## src/rtl/slope_pkg.sv

```systemverilog
package slope_pkg;
    typedef enum logic [1:0] {
        ST_IDLE = 2'd0,
        ST_CALC = 2'd1,
        ST_DIV  = 2'd2
    } eng_state_t;
endpackage

```

## src/rtl/slope_addsub.sv

```systemverilog
module slope_addsub #(
    parameter int W = 16
) (
    input  logic signed [W-1:0] x_i,
    input  logic signed [W-1:0] y_i,
    input  logic                sub_i,
    output logic signed [W:0]   s_o
);
    logic signed [W:0] x_ext;
    logic signed [W:0] y_ext;

    always_comb begin
        x_ext = {x_i[W-1], x_i};
        y_ext = {y_i[W-1], y_i};
        s_o   = sub_i ? (x_ext - y_ext) : (x_ext + y_ext);
    end
endmodule

```

## src/rtl/slope_divider.sv

```systemverilog
module slope_divider #(
    parameter int NW = 23,
    parameter int DVW = 17
) (
    input  logic           clk,
    input  logic           rst_n,
    input  logic           go_i,
    input  logic [NW-1:0]  dividend_i,
    input  logic [DVW-1:0] divisor_i,
    output logic [NW-1:0]  quot_o,
    output logic           fin_o
);
    localparam int CW = $clog2(NW);
    localparam logic [CW-1:0] LAST = CW'(NW - 1);

    logic [DVW-1:0] rem_q;
    logic [DVW-1:0] dvs_q;
    logic [NW-1:0]  quo_q;
    logic [CW-1:0]  cnt_q;
    logic           run_q;
    logic [DVW:0]   rem_sh;
    logic           fits;

    always_comb begin
        rem_sh = {rem_q, quo_q[NW-1]};
        fits   = (rem_sh >= {1'b0, dvs_q});
    end

    always_ff @(posedge clk or negedge rst_n) begin
        if (!rst_n) begin
            rem_q <= '0;
            dvs_q <= '0;
            quo_q <= '0;
            cnt_q <= '0;
            run_q <= 1'b0;
            fin_o <= 1'b0;
        end else begin
            fin_o <= 1'b0;
            if (go_i) begin
                rem_q <= '0;
                dvs_q <= divisor_i;
                quo_q <= dividend_i;
                cnt_q <= '0;
                run_q <= 1'b1;
            end else if (run_q) begin
                rem_q <= fits ? DVW'(rem_sh - {1'b0, dvs_q}) : rem_sh[DVW-1:0];
                quo_q <= {quo_q[NW-2:0], fits};
                cnt_q <= cnt_q + 1'b1;
                if (cnt_q == LAST) begin
                    run_q <= 1'b0;
                    fin_o <= 1'b1;
                end
            end
        end
    end

    assign quot_o = quo_q;

    AST_STEP_BOUND: assert property (@(posedge clk) disable iff (!rst_n)
        run_q |-> (cnt_q <= LAST));
    AST_FIN_ONE_CYCLE: assert property (@(posedge clk) disable iff (!rst_n)
        fin_o |=> !fin_o);
endmodule

```

## src/rtl/slope_engine.sv

```systemverilog
module slope_engine #(
    parameter int W = 16,
    parameter int FRAC = 6
) (
    input  logic         clk,
    input  logic         rst_n,
    input  logic         start_i,
    input  logic [W-1:0] a_i,
    input  logic [W-1:0] b_i,
    input  logic [W-1:0] c_i,
    input  logic [W-1:0] d_i,
    input  logic         num_sub_i,
    input  logic         den_sub_i,
    output logic         busy_o,
    output logic         done_o,
    output logic [W-1:0] result_o,
    output logic         div_zero_o
);
    import slope_pkg::*;

    localparam int SW = W + 1;
    localparam int DW = SW + FRAC;
    localparam logic [W-1:0] POS_MAX = {1'b0, {(W-1){1'b1}}};
    localparam logic [W-1:0] NEG_MIN = {1'b1, {(W-1){1'b0}}};
    localparam logic [DW-1:0] POS_LIM = DW'(POS_MAX);
    localparam logic [DW-1:0] NEG_LIM = DW'(POS_MAX) + 1'b1;

    eng_state_t state_q, state_d;

    logic signed [W-1:0] opx_q [2];
    logic signed [W-1:0] opy_q [2];
    logic                opsub_q [2];
    logic signed [SW-1:0] sum [2];

    logic          neg_n_q, neg_d_q, zero_d_q;
    logic [SW-1:0] mag_n, mag_d;
    logic [DW-1:0] quot;
    logic          div_fin;
    logic          div_go;
    logic          res_neg;
    logic [W-1:0]  res_d;

    genvar g;
    generate
        for (g = 0; g < 2; g++) begin : g_alu
            slope_addsub #(.W(W)) u_alu (
                .x_i  (opx_q[g]),
                .y_i  (opy_q[g]),
                .sub_i(opsub_q[g]),
                .s_o  (sum[g])
            );
        end
    endgenerate

    always_comb begin
        mag_n  = sum[0][SW-1] ? SW'(-sum[0]) : SW'(sum[0]);
        mag_d  = sum[1][SW-1] ? SW'(-sum[1]) : SW'(sum[1]);
        div_go = (state_q == ST_CALC);
    end

    slope_divider #(.NW(DW), .DVW(SW)) u_div (
        .clk       (clk),
        .rst_n     (rst_n),
        .go_i      (div_go),
        .dividend_i({mag_n, {FRAC{1'b0}}}),
        .divisor_i (mag_d),
        .quot_o    (quot),
        .fin_o     (div_fin)
    );

    // next-state logic
    always_comb begin
        state_d = state_q;
        unique case (state_q)
            ST_IDLE: if (start_i) state_d = ST_CALC;
            ST_CALC: state_d = ST_DIV;
            ST_DIV:  if (div_fin) state_d = ST_IDLE;
            default: state_d = ST_IDLE;
        endcase
    end

    always_ff @(posedge clk or negedge rst_n) begin
        if (!rst_n) state_q <= ST_IDLE;
        else        state_q <= state_d;
    end

    // operand capture and sign bookkeeping
    always_ff @(posedge clk or negedge rst_n) begin
        if (!rst_n) begin
            for (int i = 0; i < 2; i++) begin
                opx_q[i]   <= '0;
                opy_q[i]   <= '0;
                opsub_q[i] <= 1'b0;
            end
            neg_n_q  <= 1'b0;
            neg_d_q  <= 1'b0;
            zero_d_q <= 1'b0;
        end else begin
            if (state_q == ST_IDLE && start_i) begin
                opx_q[0]   <= a_i;
                opy_q[0]   <= b_i;
                opsub_q[0] <= num_sub_i;
                opx_q[1]   <= c_i;
                opy_q[1]   <= d_i;
                opsub_q[1] <= den_sub_i;
            end
            if (state_q == ST_CALC) begin
                neg_n_q  <= sum[0][SW-1];
                neg_d_q  <= sum[1][SW-1];
                zero_d_q <= (sum[1] == '0);
            end
        end
    end

    // result shaping: sign, zero divisor, saturation
    always_comb begin
        res_neg = neg_n_q ^ neg_d_q;
        if (zero_d_q)             res_d = neg_n_q ? NEG_MIN : POS_MAX;
        else if (!res_neg)        res_d = (quot > POS_LIM) ? POS_MAX : quot[W-1:0];
        else if (quot > NEG_LIM)  res_d = NEG_MIN;
        else                      res_d = W'(-quot);
    end

    // output process
    always_ff @(posedge clk or negedge rst_n) begin
        if (!rst_n) begin
            done_o     <= 1'b0;
            result_o   <= '0;
            div_zero_o <= 1'b0;
        end else begin
            done_o <= 1'b0;
            if (state_q == ST_DIV && div_fin) begin
                done_o     <= 1'b1;
                result_o   <= res_d;
                div_zero_o <= zero_d_q;
            end
        end
    end

    assign busy_o = (state_q != ST_IDLE);

    AST_DONE_PULSE: assert property (@(posedge clk) disable iff (!rst_n)
        done_o |=> !done_o);
    AST_DONE_NOT_BUSY: assert property (@(posedge clk) disable iff (!rst_n)
        done_o |-> !busy_o);
    AST_RESULT_HOLD: assert property (@(posedge clk) disable iff (!rst_n)
        !done_o |-> ($stable(result_o) && $stable(div_zero_o)));
    AST_DZ_CLAMP: assert property (@(posedge clk) disable iff (!rst_n)
        (done_o && div_zero_o) |-> (result_o == POS_MAX || result_o == NEG_MIN));
    AST_BUSY_IGNORES_START: assert property (@(posedge clk) disable iff (!rst_n)
        busy_o |=> ($stable(opx_q[0]) && $stable(opy_q[0]) && $stable(opx_q[1]) && $stable(opy_q[1])));
    AST_CALC_TO_DIV: assert property (@(posedge clk) disable iff (!rst_n)
        (state_q == ST_CALC) |=> (state_q == ST_DIV));
endmodule

```

## config.mk

```make
export PLATFORM = sky130hd
export DESIGN_NAME = slope_engine
export DESIGN_NICKNAME = d
export VERILOG_FILES = /design/src/rtl/slope_pkg.sv /design/src/rtl/slope_addsub.sv /design/src/rtl/slope_divider.sv /design/src/rtl/slope_engine.sv
export SDC_FILE = /design/constraint.sdc
export NUM_CORES = 1
export LEC_CHECK = 0
export ABC_AREA = 1
export BUFFER_PORTS_ARGS = -buffer_cell sky130_fd_sc_hd__buf_4
export CAP_MARGIN = 20
export CORE_ASPECT_RATIO = 1.1
export CORE_MARGIN = 5
export CORE_UTILIZATION = 35
export CTS_CLUSTER_SIZE = 10
export DETAILED_ROUTE_END_ITERATION = 16
export SETUP_SLACK_MARGIN = 0.5
export SKIP_LAST_GASP = 1
export SLEW_MARGIN = 20
export SYNTH_ARGS = -nofsm -noshare
export SYNTH_HDL_FRONTEND = slang
export SYNTH_SLANG_ARGS = --single-unit
```

## constraint.sdc

```tcl
create_clock -name clk -period 6.5 [get_ports clk]
set_input_delay 0.65 -clock clk [delete_from_list [all_inputs] [get_ports clk]]
set_output_delay 0.65 -clock clk [all_outputs]
set_load 0.01 [all_outputs]
```

* Yosys cells after proc, flatten, opt, wreduce, memory -nomap -nowiden
Index checks and enable logic that the tools add are counted.
** Cells by class
- Add/sub/neg operators :: 9
- $lt $le $gt $ge :: 3
- Equality and inequality tests :: 5
- Multiplexer cells :: 26
- Bitwise logic cells :: 1
- Reductions and logical operators :: 7
** Operators with widths (count)
- 17-bit two-way mux :: 7
- 16-bit two-way mux :: 5
- 23-bit two-way mux :: 2
- 16-bit by 16-bit adder with 17-bit output :: 2
- 17-bit negator :: 2
- 16-bit by 16-bit subtractor with 17-bit output :: 2
- 23-bit by 15-bit greater-than comparator with 1-bit output (second input constant) :: 1
- 23-bit by 16-bit greater-than comparator with 1-bit output (second input constant) :: 1
- 18-bit by 17-bit greater-or-equal comparator with 1-bit output :: 1
- 17-bit zero test :: 1
- 17-bit subtractor :: 1
- 16-bit negator :: 1
- 5-bit two-way mux :: 2
- 1-bit two-way mux :: 7
- 2-bit one-hot mux with 3 select lines :: 1
- 5-bit by 1-bit adder with 5-bit output (second input constant) :: 1
- 5-bit == test (second input constant) :: 1
- 2-bit two-way mux :: 2
- 2-bit nonzero test :: 2
- 2-bit by 1-bit == test with 1-bit output (second input constant) :: 1
- 2-bit == test (second input constant) :: 1
- 1-bit logical AND :: 2
- 2-bit zero test :: 1
- 2-bit by 1-bit != test with 1-bit output (second input constant) :: 1
- 3 further kinds :: 3
** Word-level totals
- Bits in registers :: 153
- Input bits :: 69
- Output and inout port bits :: 19
- Logic and storage cells :: 70

* Logic depth before layout (Yosys ltp)
Gate-level depths: netlist of the first run.
- Depth after elaboration :: 5
- Gate-level depth with buffers :: 25
- Mapped depth without buffers :: 25

* Cells and area by module
A second synthesis of the first run with hierarchy kept.
** Second synthesis, totals
- Cell total of the unflattened synthesis :: 1822
- Area total of the unflattened synthesis :: 12010.3 µm²
** Modules (own cells, without submodules)
- slope_engine :: instances 1, cells each 696, area each 4948.5 µm², sequential area each 2227.1 µm²
- slope_divider :: instances 1, cells each 558, area each 3998.8 µm², sequential area each 1601.5 µm²
- slope_addsub at g_alu[0].u_alu :: instances 1, cells each 284, area each 1534.0 µm², sequential area each 0.0 µm²
- slope_addsub at g_alu[1].u_alu :: instances 1, cells each 284, area each 1529.0 µm², sequential area each 0.0 µm²

* Least setup slack after synthesis of the first run
Ideal clock, no wire load.
- Path type :: register -> register
- From :: reg opy_q[2] (netlist name)
- To :: reg u_div.dvs_q[9]
- Data arrival time :: 2880 ps
- Required time :: 6368 ps
- Path slack :: 3488 ps
- Cell stages (with the launch flop) :: 22
- Path buffers :: 1
- Period minus slack after synthesis :: 3012 ps
- Path through :: dfrtp_1 -> nor3_1 -> nand2_1 -> nor3_1 -> nand2_1 -> o41ai_1 -> xnor2_1 -> inv_1 -> ha_1 -> a21oi_1 -> o21ai_0 -> a21oi_1 -> nand2_1 -> nand2_1 -> nand2_1 -> nand3_1 -> nand2_2 -> buf_4 -> nand2_1 -> nand2_1 -> nand3_1 -> o21ai_0
** On the way
- Word-level cells in the longest chain between the ends :: 4
- Elaborated cells between the ends (all ways) :: 5
- Those cells by class :: 3 x add/sub; 2 x mux
** Ends and longest elaborated chain
- from (decl) :: RTL line slope_engine.sv:31 : logic signed [W-1:0] opy_q [2];
- 16-bit by 16-bit adder with 17-bit output or 16-bit by 16-bit subtractor with 17-bit output (tied branches) :: RTL line slope_addsub.sv:15 : s_o = sub_i ? (x_ext - y_ext) : (x_ext + y_ext);
- 17-bit two-way mux (*) :: RTL line slope_addsub.sv:15
- 17-bit negator :: RTL line slope_engine.sv:57 : mag_d = sum[1][SW-1] ? SW'(-sum[1]) : SW'(sum[1]);
- 17-bit two-way mux (*) :: RTL line slope_engine.sv:57
- to (signal assigned) :: RTL line slope_divider.sv:41 : dvs_q <= divisor_i;
- to (decl) :: RTL line slope_divider.sv:17 : logic [DVW-1:0] dvs_q;
Mark *: on every way between the ends. The rest lies on a longest branch, timed or not.
A chain may end at the register's enable or synchronous reset.

* Worst setup path after layout of the first run
- From :: reg opy_q[2] (netlist name)
- To :: reg zero_d_q
** On the way
- Word-level cells in the longest chain between the ends :: 3
- Elaborated cells between the ends (all ways) :: 4
- Those cells by class :: 2 x add/sub; 1 x mux; 1 x reduce/logical
** Ends and longest elaborated chain
- 16-bit by 16-bit adder with 17-bit output or 16-bit by 16-bit subtractor with 17-bit output (tied branches) :: RTL line slope_addsub.sv:15
- 17-bit two-way mux (*) :: RTL line slope_addsub.sv:15
- 17-bit zero test (*) :: RTL line slope_engine.sv:110 : zero_d_q <= (sum[1] == '0);
- to (signal assigned) :: RTL line slope_engine.sv:110
- to (decl) :: RTL line slope_engine.sv:35 : logic neg_n_q, neg_d_q, zero_d_q;
Marked as above.

==> impl_summary.log, run 1 <==
INFO  metric status = complete, no violations
INFO  metric antenna_violations_before_repair = 0
INFO  metric placedInstanceArea = 12070 um^2
INFO  metric die_w = 179.3 um
INFO  metric max_slew_margin = 31.76%
INFO  metric critical_path.max_fanout = 23
INFO  metric core-area = 31220 um^2
INFO  metric timing.final.crit_share = 54.86%
INFO  metric synth_flop_cell = sky130_fd_sc_hd__dfrtp_1
INFO  metric worst_slew_pin_slew = 1020 ps
INFO  metric drt-wirelength-per-cell = 12.67 um
INFO  metric post-synth-top-area-fraction = 34.70%
INFO  metric dp_hpwl = 20390 um
INFO  metric grt_pass1_wl = 45860 um
INFO  metric floorplan.initialDensity = 35.33%
INFO  metric worstPathRequired = 6830 ps
INFO  metric postCtsHoldBufs = 0
INFO  metric num_antenna_cells = 0
INFO  metric place.port_buffers = 87
INFO  metric syn_nets = 1741
INFO  metric grt_pass1_vias = 9692
INFO  metric synth.avg_cell_area = 6.844 um^2
INFO  metric post_route_cells_drive_above_1_share = 9.611%
INFO  metric io_pins = 88
INFO  metric cell_by_cell_trace_of_the_critical_path = nor3_1 > nand2_1 > nor3_1 > nand2_1 > o41ai_1 > xnor2_1 > inv_1 > ha_1 > a21oi_1 > o21ai_0 > a21oi_1 > nand2_1 > nand2_1 > nand2_1 > nand3_1 > nand2_2 > nor2_1 > nand3_1 > o21ai_0
INFO  metric detail-route-antenna-nets = 0
INFO  metric crit_top_cell = sky130_fd_sc_hd__nand2_1
INFO  metric async_reset_ff_share = 100.0%
INFO  metric fp-row-count = 68
INFO  metric min_path_type = in2async
INFO  metric synth.cell_area = 11030 um^2
INFO  metric groute.usage.overall = 15.64%
INFO  metric postSynthCellCount = 1612
INFO  metric worst_setup_hold_path_clk_slew = 70 ps
INFO  metric cts_num_sinks = 153
INFO  metric route.vias.total = 10079
INFO  metric unrepaired_setup_endpoints_after_global_routing = false
INFO  metric ys_seq_elements = 153
INFO  metric ys_seq_area_share = 34.70%
INFO  metric drt_iter0_drc = 487
INFO  metric arrival_time_reported_for_the_critical_path_endpoint = 3900 ps
INFO  metric finalWeightedCongestion = 0.9322
INFO  metric die_ar = 35180 um^2
INFO  metric synth.yosys.warnings = 0
INFO  metric fill_cells = 3275
INFO  metric yosys.cell_count.top_type = sky130_fd_sc_hd__nand2_1
INFO  metric finalSetupTns = 0 ps
INFO  metric setup.worst_path.start_class = flop
INFO  metric critical_path_sink_type = flop
INFO  metric detail_route.drc_violations = 0
INFO  metric r2r_setup_slk = 2930 ps
INFO  metric pin_count_of_the_biggest_net_entering_global_routing = 84
INFO  metric fin_nets = 1812
INFO  metric setup_violations = 0
INFO  metric ctsRootBufferMaster = sky130_fd_sc_hd__clkbuf_16
INFO  metric placedCellCount = 2084
INFO  metric critPathSlowestCell = sky130_fd_sc_hd__dfrtp_1
INFO  metric post-synth-top-area-cell = sky130_fd_sc_hd__dfrtp_1
INFO  metric buffers_inserted_during_post_cts_setup_optimization = 0
INFO  metric hold_slack = 250.4 ps
INFO  metric grt-ovfl-total = 0
INFO  metric finish.instance_area = 12620 um^2
INFO  metric post_cts.resized_instances = 0
INFO  metric final-instance-count-excl-fill = 2116
INFO  metric die_height = 196.2 um
INFO  metric setup.worst_path.class = reg2reg
INFO  metric routed_wirelength = 26810 um
INFO  metric max-clock-path-buffers = 2
INFO  metric via_per_instance_ratio = 4.763
INFO  metric area_delta_synth_final = 14.35%
INFO  metric hold_violations = 0
INFO  metric slew_violations = 0
INFO  metric number_of_iterations_in_the_first_detailed_routing_pass = 5
INFO  metric post-route-min-period = 3566 ps
INFO  metric clk_latency = 440 ps
INFO  metric synthTopCellsByArea = sky130_fd_sc_hd__dfrtp_1 (35%), sky130_fd_sc_hd__nand2_1 (18%), sky130_fd_sc_hd__inv_1 (6.9%)
INFO  metric netlist_top_cells_count = sky130_fd_sc_hd__nand2_1 (524), sky130_fd_sc_hd__inv_1 (204), sky130_fd_sc_hd__dfrtp_1 (153)
INFO  metric final.setup_skew = 12.25 ps
INFO  metric synth_edf_count = 0
INFO  metric fmaxAchievable = 0.2804 GHz
INFO  metric clock_h_tree_levels = 4
INFO  metric critPathMaxStageDelay = 390 ps
INFO  metric tritoncts = yes
INFO  metric cap_viol_max_count = 0
INFO  metric ys_types = 46
INFO  metric cts-buffers-inserted = 17
## metal layers
layer	wire [um]	vias to the layer above	GRT usage (%)
met5	0	-	0
met2	11810	179	24.51
met1	13590	4563	22.49
met3	1073	21	2.756
met4	333	0	3.753
li1	-	5316	-
## path summary, 6_finish.rpt
check,startpoint,endpoint,cells past startpoint
worst max-delay path,opy_q[2],zero_d_q,19
worst min-delay path,rst_n,opx_q[24],1
worst max register to register,opy_q[2],zero_d_q,19
worst min register to register,u_div.cnt_q[3],u_div.cnt_q[3],1
max in group asynchronous,rst_n,u_div.dvs_q[12],2
min in group clk,b_i[7],opy_q[23],3
## worst max-delay path: cells and delay by family (launching register included)
kind | cells | cell delay, ps
buffers and inverters | 1 | 60
and+or+nand+nor | 11 | 1650
AOI/OAI and AO/OA | 5 | 870
DFF | 1 | 390
adders and majority gates | 1 | 330
xor gates and xnor gates | 1 | 160
## stage by stage
step	worst slack [ps]	util (%)
detailed placement	2916	38.66
floorplan	3488	-
global placement	3047	38.64
global route	2538	40.40
finish	2934	40.40
CTS	2885	40.40
## cells by family after synthesis
family | Yosys count | share of synthesized area, %
flip-flops | 153 | 34.70
AND/OR/NAND/NOR | 838 | 32.08
AO/OA/AOI/OAI | 244 | 12.08
buffers and inverters | 252 | 8.970
adder cells (fa/ha/maj) | 60 | 7.008
XOR/XNOR | 65 | 5.160
## area by class of cell
| cell class | count | area [um^2] | area share, % |
|---|---|---|---|
| clock buffers | 17 | 425.4 | 3.372 |
| clock inverters | 15 | 117.6 | 0.9323 |
| inverters | 209 | 784.5 | 6.218 |
| multi-input cells | 1207 | 6217 | 49.28 |
| flip-flops and latches | 153 | 3829 | 30.35 |
| well taps | 420 | 525.5 | 4.165 |
| repair buffers | 95 | 716.9 | 5.683 |
## sequential cells by signal, indices dropped and copies added, names as in the netlist
name and cells:
u_div.dvs_q 17, u_div.quot_o 23, div_zero_o 1, result_o 16, opx_q 32, neg_n_q 1, opy_q 32, u_div.cnt_q 5
u_div.rem_q 17, done_o 1, zero_d_q 1, neg_d_q 1, state_q 2, u_div.run_q 1, u_div.fin_o 1, opsub_q 2
## cell usage in the layout (no fill, tap or decap), types with 5 or more instances in the layout
master,count
sky130_fd_sc_hd__clkinv_4,5
sky130_fd_sc_hd__nand3b_1,14
sky130_fd_sc_hd__nand2_2,11
sky130_fd_sc_hd__nand4_1,19
sky130_fd_sc_hd__xor2_1,43
sky130_fd_sc_hd__ha_1,57
sky130_fd_sc_hd__nor2_2,7
sky130_fd_sc_hd__inv_1,203
sky130_fd_sc_hd__o21ai_0,115
sky130_fd_sc_hd__dfrtp_1,153
sky130_fd_sc_hd__a21oi_1,71
sky130_fd_sc_hd__nand2_1,524
sky130_fd_sc_hd__buf_4,94
sky130_fd_sc_hd__xnor2_1,22
sky130_fd_sc_hd__nor2_1,119
sky130_fd_sc_hd__o211ai_1,8
sky130_fd_sc_hd__nand3_1,107
sky130_fd_sc_hd__clkbuf_16,17
sky130_fd_sc_hd__o21bai_1,8
sky130_fd_sc_hd__nor3_1,17
sky130_fd_sc_hd__o21ai_1,7
sky130_fd_sc_hd__a21o_1,6
sky130_fd_sc_hd__o22ai_1,16
sky130_fd_sc_hd__nand3_2,8
Power of run 1 is not shown: default switching activity piles up to over one toggle a cycle in this logic, so the estimate is an artifact.
==> run 2, diff against run 1 <==
==> constraint.sdc (replaced) <==
create_clock -name clk -period 3.2 [get_ports clk]
set_input_delay 0.32 -clock clk [delete_from_list [all_inputs] [get_ports clk]]
set_output_delay 0.32 -clock clk [all_outputs]
set_load 0.01 [all_outputs]
==> impl_summary.log, run 2 (synthesis gave the netlist of run 1 again) <==
INFO  metric critPathMaxStageDelay = 390 ps
INFO  metric tritoncts = yes
INFO  metric groute.usage.overall = 17.00%
INFO  metric setup.worst_path.start_class = flop
INFO  metric clk_latency = 430 ps
INFO  metric grt_pass1_wl = 49600 um
INFO  metric drt-wirelength-per-cell = 13.72 um
INFO  metric min_delay_path_depth = 3
INFO  metric most-common-layout-cells = sky130_fd_sc_hd__nand2_1 (488), sky130_fd_sc_hd__inv_1 (192), sky130_fd_sc_hd__dfrtp_1 (153), sky130_fd_sc_hd__buf_4 (139), sky130_fd_sc_hd__nor2_1 (99)
INFO  metric arrival_time_reported_for_the_critical_path_endpoint = 3580 ps
INFO  metric floorplan.initialDensity = 35.33%
INFO  metric pin_count_of_the_biggest_net_entering_global_routing = 66
INFO  metric final.setup_skew = 11.74 ps
INFO  metric io_pins = 88
INFO  metric unrepaired_setup_endpoints_after_global_routing = true
INFO  metric die_height = 196.2 um
INFO  metric worst_path_dominant_cell_family = simple AND/OR/NAND/NOR gates
INFO  metric fill_cells = 3183
INFO  metric worstPathRequired = 3550 ps
INFO  metric fmaxAchievable = 0.3095 GHz
INFO  metric number_of_iterations_in_the_first_detailed_routing_pass = 5
INFO  metric timing.rr.start = opy_q[17]
INFO  metric cts_num_sinks = 153
INFO  metric finalSetupTns = -41.95 ps
INFO  metric area_delta_synth_final = 27.59%
INFO  metric clock_h_tree_levels = 4
INFO  metric critical_path_sink_type = flop
INFO  metric r2r_setup_slk = -30 ps
INFO  metric post_route_cells_drive_above_1_share = 20.68%
INFO  metric cts-buffers-inserted = 17
INFO  metric core-area = 31220 um^2
INFO  metric crit_top_cell = sky130_fd_sc_hd__nand2_2
INFO  metric finish.instance_area = 14080 um^2
INFO  metric drt_iter0_drc = 470
INFO  metric holdCritStartpoint = a_i[5]
INFO  metric worst_slew_pin_slew = 744.9 ps
INFO  metric violations_in_the_final_reports = negative setup slack
INFO  metric route.vias.total = 10652
INFO  metric timing.final.ws_setup = -30.93 ps
INFO  metric max-clock-path-buffers = 2
INFO  metric placedCellCount = 2103
INFO  metric post-route-min-period = 3231 ps
INFO  metric leading_cell_type_in_the_layout_fill_and_taps_excluded = sky130_fd_sc_hd__nand2_1
INFO  metric critical_path.reg2reg.endpoint = u_div.quot_o[15]
INFO  metric max_slew_margin = 50.29%
INFO  metric hold_violations = 0
INFO  metric fp-row-count = 68
INFO  metric critical_path.max_fanout = 7
INFO  metric setup.worst_path.class = reg2reg
INFO  metric place.port_buffers = 87
INFO  metric r2r.worst_path.cells = 22
INFO  metric min_path_type = in2reg
INFO  metric finalWeightedCongestion = 0.9267
INFO  metric setup_violations = 2
INFO  metric ctsRootBufferMaster = sky130_fd_sc_hd__clkbuf_16
INFO  metric routed_wirelength = 29840 um
INFO  metric detail_route.drc_violations = 0
INFO  metric cell_by_cell_trace_of_the_critical_path = inv_2 > nand3_4 > nor3_4 > nand2_2 > nor3_4 > nand2_2 > o21ai_2 > xor2_1 > inv_1 > ha_4 > a21oi_2 > nand2_2 > nand2_2 > nand3_4 > inv_2 > nand2_4 > buf_6 > and2_4 > buf_6 > nand3_2 > nand2_1 > o21bai_1
INFO  metric fin_nets = 1871
INFO  metric antenna_violations_before_repair = 0
INFO  metric worst_setup_hold_path_clk_slew = 60 ps
INFO  metric critical_path.n_buffers_inverters = 5
INFO  metric die_ar = 35180 um^2
INFO  metric die_w = 179.3 um
INFO  metric detail-route-antenna-nets = 0
INFO  metric status = finished with violations
INFO  metric placedInstanceArea = 12400 um^2
INFO  metric grt-ovfl-total = 0
INFO  metric final-instance-count-excl-fill = 2175
INFO  metric num_antenna_cells = 0
INFO  metric cap_viol_max_count = 0
INFO  metric hold_slack = 76.68 ps
INFO  metric grt_pass1_vias = 10402
INFO  metric holdPathEnd = opx_q[21]
INFO  metric dp_hpwl = 21880 um
INFO  metric slew_violations = 0
INFO  metric critPathSlowestCell = sky130_fd_sc_hd__dfrtp_1
INFO  metric timing.final.crit_share = 101.0%
INFO  metric via_per_instance_ratio = 4.897
[run 2: repair_timing]
item	CTS	global route
pin swaps	47	49
cloned	1	3
hold buffers	1	0
endpoints found under the hold margin	62	0
gates resized for setup	90	83
setup buffers	26	8
setup endpoints to repair	35	35
[run 2: worst reg2reg max path, cell delays in order (launching register included)]
cell and delay, ps:
sky130_fd_sc_hd__dfrtp_1 390, sky130_fd_sc_hd__inv_2 120, sky130_fd_sc_hd__nand3_4 90, sky130_fd_sc_hd__nor3_4 190, sky130_fd_sc_hd__nand2_2 100, sky130_fd_sc_hd__nor3_4 200, sky130_fd_sc_hd__nand2_2 80, sky130_fd_sc_hd__o21ai_2 140
sky130_fd_sc_hd__xor2_1 160, sky130_fd_sc_hd__inv_1 90, sky130_fd_sc_hd__ha_4 260, sky130_fd_sc_hd__a21oi_2 210, sky130_fd_sc_hd__nand2_2 110, sky130_fd_sc_hd__nand2_2 90, sky130_fd_sc_hd__nand3_4 90, sky130_fd_sc_hd__inv_2 80
sky130_fd_sc_hd__nand2_4 70, sky130_fd_sc_hd__buf_6 110, sky130_fd_sc_hd__and2_4 180, sky130_fd_sc_hd__buf_6 120, sky130_fd_sc_hd__nand3_2 40, sky130_fd_sc_hd__nand2_1 60, sky130_fd_sc_hd__o21bai_1 140
[run 2: worst max path at each step]
stage,to,startpoint,cells after the start
after detailed placement,zero_d_q,opy_q[2],20
final,u_div.quot_o[15],opy_q[17],22
after global routing,u_div.quot_o[14],opy_q[17],23
after floorplan,u_div.quot_o[12],opy_q[16],24
after global placement,zero_d_q,opy_q[2],20
after CTS,zero_d_q,opy_q[1],19
[run 2: per-stage QoR]
step / setup WS (ps) / utilization (%)
after floorplan: 340.3 / -
after global placement: -37.52 / 39.72
after detailed placement: -35.19 / 39.72
after CTS: 83.34 / 43.57
after global routing: -287.3 / 45.08
final: -30.93 / 45.08
[run 2: cell type report]
type	instances	area [um^2]	area share, %
multi-input cells	1208	7025	49.91
flip-flops and latches	153	3829	27.20
repair buffers	153	1254	8.906
inverters	209	787.0	5.591
well taps	420	525.5	3.733
clock buffers	20	446.7	3.173
clock inverters	12	210.2	1.493
[run 2: metal layers]
layer | global-route usage [%] | up-vias | share of wire, %
met5 | 0 | - | 0
met4 | 4.910 | 0 | 1.8
met2 | 28.51 | 187 | 49
met1 | 22.81 | 4985 | 47
met3 | 2.447 | 41 | 3.0
li1 | - | 5439 | -
Power of run 2 is left out for the same reason.
==> run 3, diff against run 2 <==
--- a/config.mk
+++ b/config.mk
@@ -14,7 +14,6 @@
 export CTS_CLUSTER_SIZE = 10
 export DETAILED_ROUTE_END_ITERATION = 16
 export SETUP_SLACK_MARGIN = 0.5
-export SKIP_LAST_GASP = 1
 export SLEW_MARGIN = 20
 export SYNTH_ARGS = -nofsm -noshare
 export SYNTH_HDL_FRONTEND = slang
==> constraint.sdc (replaced) <==
create_clock -name clk -period 2.6 [get_ports clk]
set_input_delay 0.26 -clock clk [delete_from_list [all_inputs] [get_ports clk]]
set_output_delay 0.26 -clock clk [all_outputs]
set_load 0.01 [all_outputs]
==> impl_summary.log, run 3 (synthesis gave the netlist of run 1 again) <==
INFO  metric die_w = 179.3 um
INFO  metric core-area = 31220 um^2
INFO  metric max_slew_margin = 51.68%
INFO  metric grt_pass1_vias = 11065
INFO  metric timing.final.ws_setup = -611.7 ps
INFO  metric setup.worst_path.class = reg2reg
INFO  metric seq_area = 3829 um^2
INFO  metric clk_latency = 440 ps
INFO  metric detail_route.drc_violations = 0
INFO  metric worst_slew_pin_slew = 724.1 ps
INFO  metric critPathCapture = u_div.quot_o[19]
INFO  metric fill_cells = 3040
INFO  metric critical_path_sink_type = flop
INFO  metric die_ar = 35180 um^2
INFO  metric leading_cell_type_in_the_layout_fill_and_taps_excluded = sky130_fd_sc_hd__nand2_1
INFO  metric fmaxAchievable = 0.3114 GHz
INFO  metric finalWeightedCongestion = 0.9029
INFO  metric die_height = 196.2 um
INFO  metric worstPathRequired = 2920 ps
INFO  metric clock_h_tree_levels = 4
INFO  metric drt_iter0_drc = 630
INFO  metric critical_path.reg2reg.endpoint = u_div.quot_o[19]
INFO  metric tritoncts = yes
INFO  metric unrepaired_setup_endpoints_after_global_routing = true
INFO  metric timing.rr.start = opy_q[17]
INFO  metric status = finished with violations
INFO  metric pin_count_of_the_biggest_net_entering_global_routing = 62
INFO  metric min_path_type = in2reg
INFO  metric r2r_setup_slk = -610 ps
INFO  metric ctsRootBufferMaster = sky130_fd_sc_hd__clkbuf_16
INFO  metric arrival_time_reported_for_the_critical_path_endpoint = 3530 ps
INFO  metric antenna_violations_before_repair = 0
INFO  metric detail-route-antenna-nets = 0
INFO  metric grt-ovfl-total = 0
INFO  metric critical_path.max_fanout = 5
INFO  metric cts_num_sinks = 153
INFO  metric number_of_iterations_in_the_first_detailed_routing_pass = 7
INFO  metric fin_nets = 2042
INFO  metric placedInstanceArea = 13630 um^2
INFO  metric final.setup_skew = 12.26 ps
INFO  metric io_pins = 88
INFO  metric timing.final.crit_share = 123.5%
INFO  metric fp-row-count = 68
INFO  metric r2r.worst_path.cells = 24
INFO  metric routed_wirelength = 32330 um
INFO  metric drt-wirelength-per-cell = 13.78 um
INFO  metric area_delta_synth_final = 42.67%
INFO  metric hold_violations = 0
INFO  metric multiInputGateArea = 7400 um^2
INFO  metric finish.instance_area = 15740 um^2
INFO  metric cts-buffers-inserted = 17
INFO  metric startpoint = opy_q[17]
INFO  metric setup_violations = 35
INFO  metric setup.worst_path.start_class = flop
INFO  metric route.vias.total = 11370
INFO  metric worst_setup_hold_path_clk_slew = 70 ps
INFO  metric via_per_instance_ratio = 4.847
INFO  metric num_antenna_cells = 0
INFO  metric violations_in_the_final_reports = negative setup slack
INFO  metric dp_hpwl = 23070 um
INFO  metric post_route_cells_drive_above_1_share = 31.00%
INFO  metric floorplan.initialDensity = 35.33%
INFO  metric max-clock-path-buffers = 2
INFO  metric post-route-min-period = 3212 ps
INFO  metric grt_pass1_wl = 52270 um
INFO  metric cap_viol_max_count = 0
INFO  metric most-common-layout-cells = sky130_fd_sc_hd__nand2_1 (485), sky130_fd_sc_hd__buf_4 (301), sky130_fd_sc_hd__inv_1 (181), sky130_fd_sc_hd__dfrtp_1 (153), sky130_fd_sc_hd__nor2_1 (101)
INFO  metric place.port_buffers = 87
INFO  metric groute.usage.overall = 17.92%
INFO  metric slew_violations = 0
run 3: layer usage:
layer	share of wire [%]	track usage (%)	up-vias
li1	-	-	5796
met1	44	23.10	5274
met2	50	31.24	243
met3	3.4	2.486	57
met4	2.4	5.107	0
met5	0	0	-
run 3: per-stage QoR:
step | worst slack, ps | util (%) | hold WS [ps] | cells | setup TNS [ps]
finish | -611.7 | 50.41 | 16.11 | 2346 | -18150
floorplan | -248.1 | - | -35.59 | 1612 | -5846
detailed placement | -623.2 | 43.65 | 304.0 | 2259 | -17840
CTS | -538.5 | 47.94 | 0.5684 | 2322 | -16020
global route | -823.4 | 50.41 | 10.12 | 2346 | -26190
global placement | -500.5 | 43.65 | 304.7 | 2259 | -15160
run 3: what timing repair did:
action,4_1_cts,5_1_grt
pin swaps,38,54
hold endpoints to repair,58,1
resized for setup,113,149
hold buffers,1,1
setup buffers,26,18
cloned,4,4
endpoints found under the setup margin,73,71
run 3: worst max-delay path, stage by stage (launching register included):
cell	delay [ps]
sky130_fd_sc_hd__dfrtp_1	400
sky130_fd_sc_hd__inv_2	70
sky130_fd_sc_hd__buf_4	110
sky130_fd_sc_hd__buf_12	90
sky130_fd_sc_hd__ha_4	140
sky130_fd_sc_hd__nand3_4	80
sky130_fd_sc_hd__nor2_4	110
sky130_fd_sc_hd__nand3_2	90
sky130_fd_sc_hd__o21ai_2	190
sky130_fd_sc_hd__nand2_2	90
sky130_fd_sc_hd__xnor2_2	140
sky130_fd_sc_hd__ha_1	300
sky130_fd_sc_hd__nand2_2	110
sky130_fd_sc_hd__a21oi_2	40
sky130_fd_sc_hd__nor3_2	240
sky130_fd_sc_hd__nand3_4	120
sky130_fd_sc_hd__inv_2	70
sky130_fd_sc_hd__nand2_2	60
sky130_fd_sc_hd__buf_4	140
sky130_fd_sc_hd__and2_4	150
sky130_fd_sc_hd__buf_4	130
sky130_fd_sc_hd__nand2_1	50
sky130_fd_sc_hd__nand2_1	40
sky130_fd_sc_hd__nand3_1	60
sky130_fd_sc_hd__nand2_1	50
run 3: area by class of cell:
cell class	count	share of cell area, %
Clock buffer	19	2.750
Inverter	209	5.031
Tap cell	420	3.338
Timing Repair Buffer	323	16.39
Multi-Input combinational cell	1209	47.01
Clock inverter	13	1.160
Sequential cell	153	24.32
run 3: worst min path at each step:
stage           start      endpoint  slack (ps)  cells past startpoint
6_report       c_i[2]      opx_q[2]          20                      3
3_3_place_gp    rst_n  result_o[14]         300                      1
4_1_cts        c_i[5]      opx_q[5]         0.6                      3
3_5_place_dp    rst_n  result_o[12]         300                      1
2_1_floorplan   rst_n    div_zero_o         -40                      0
5_1_grt        a_i[5]     opx_q[21]          10                      3
Power of run 3 is left out for the same reason.
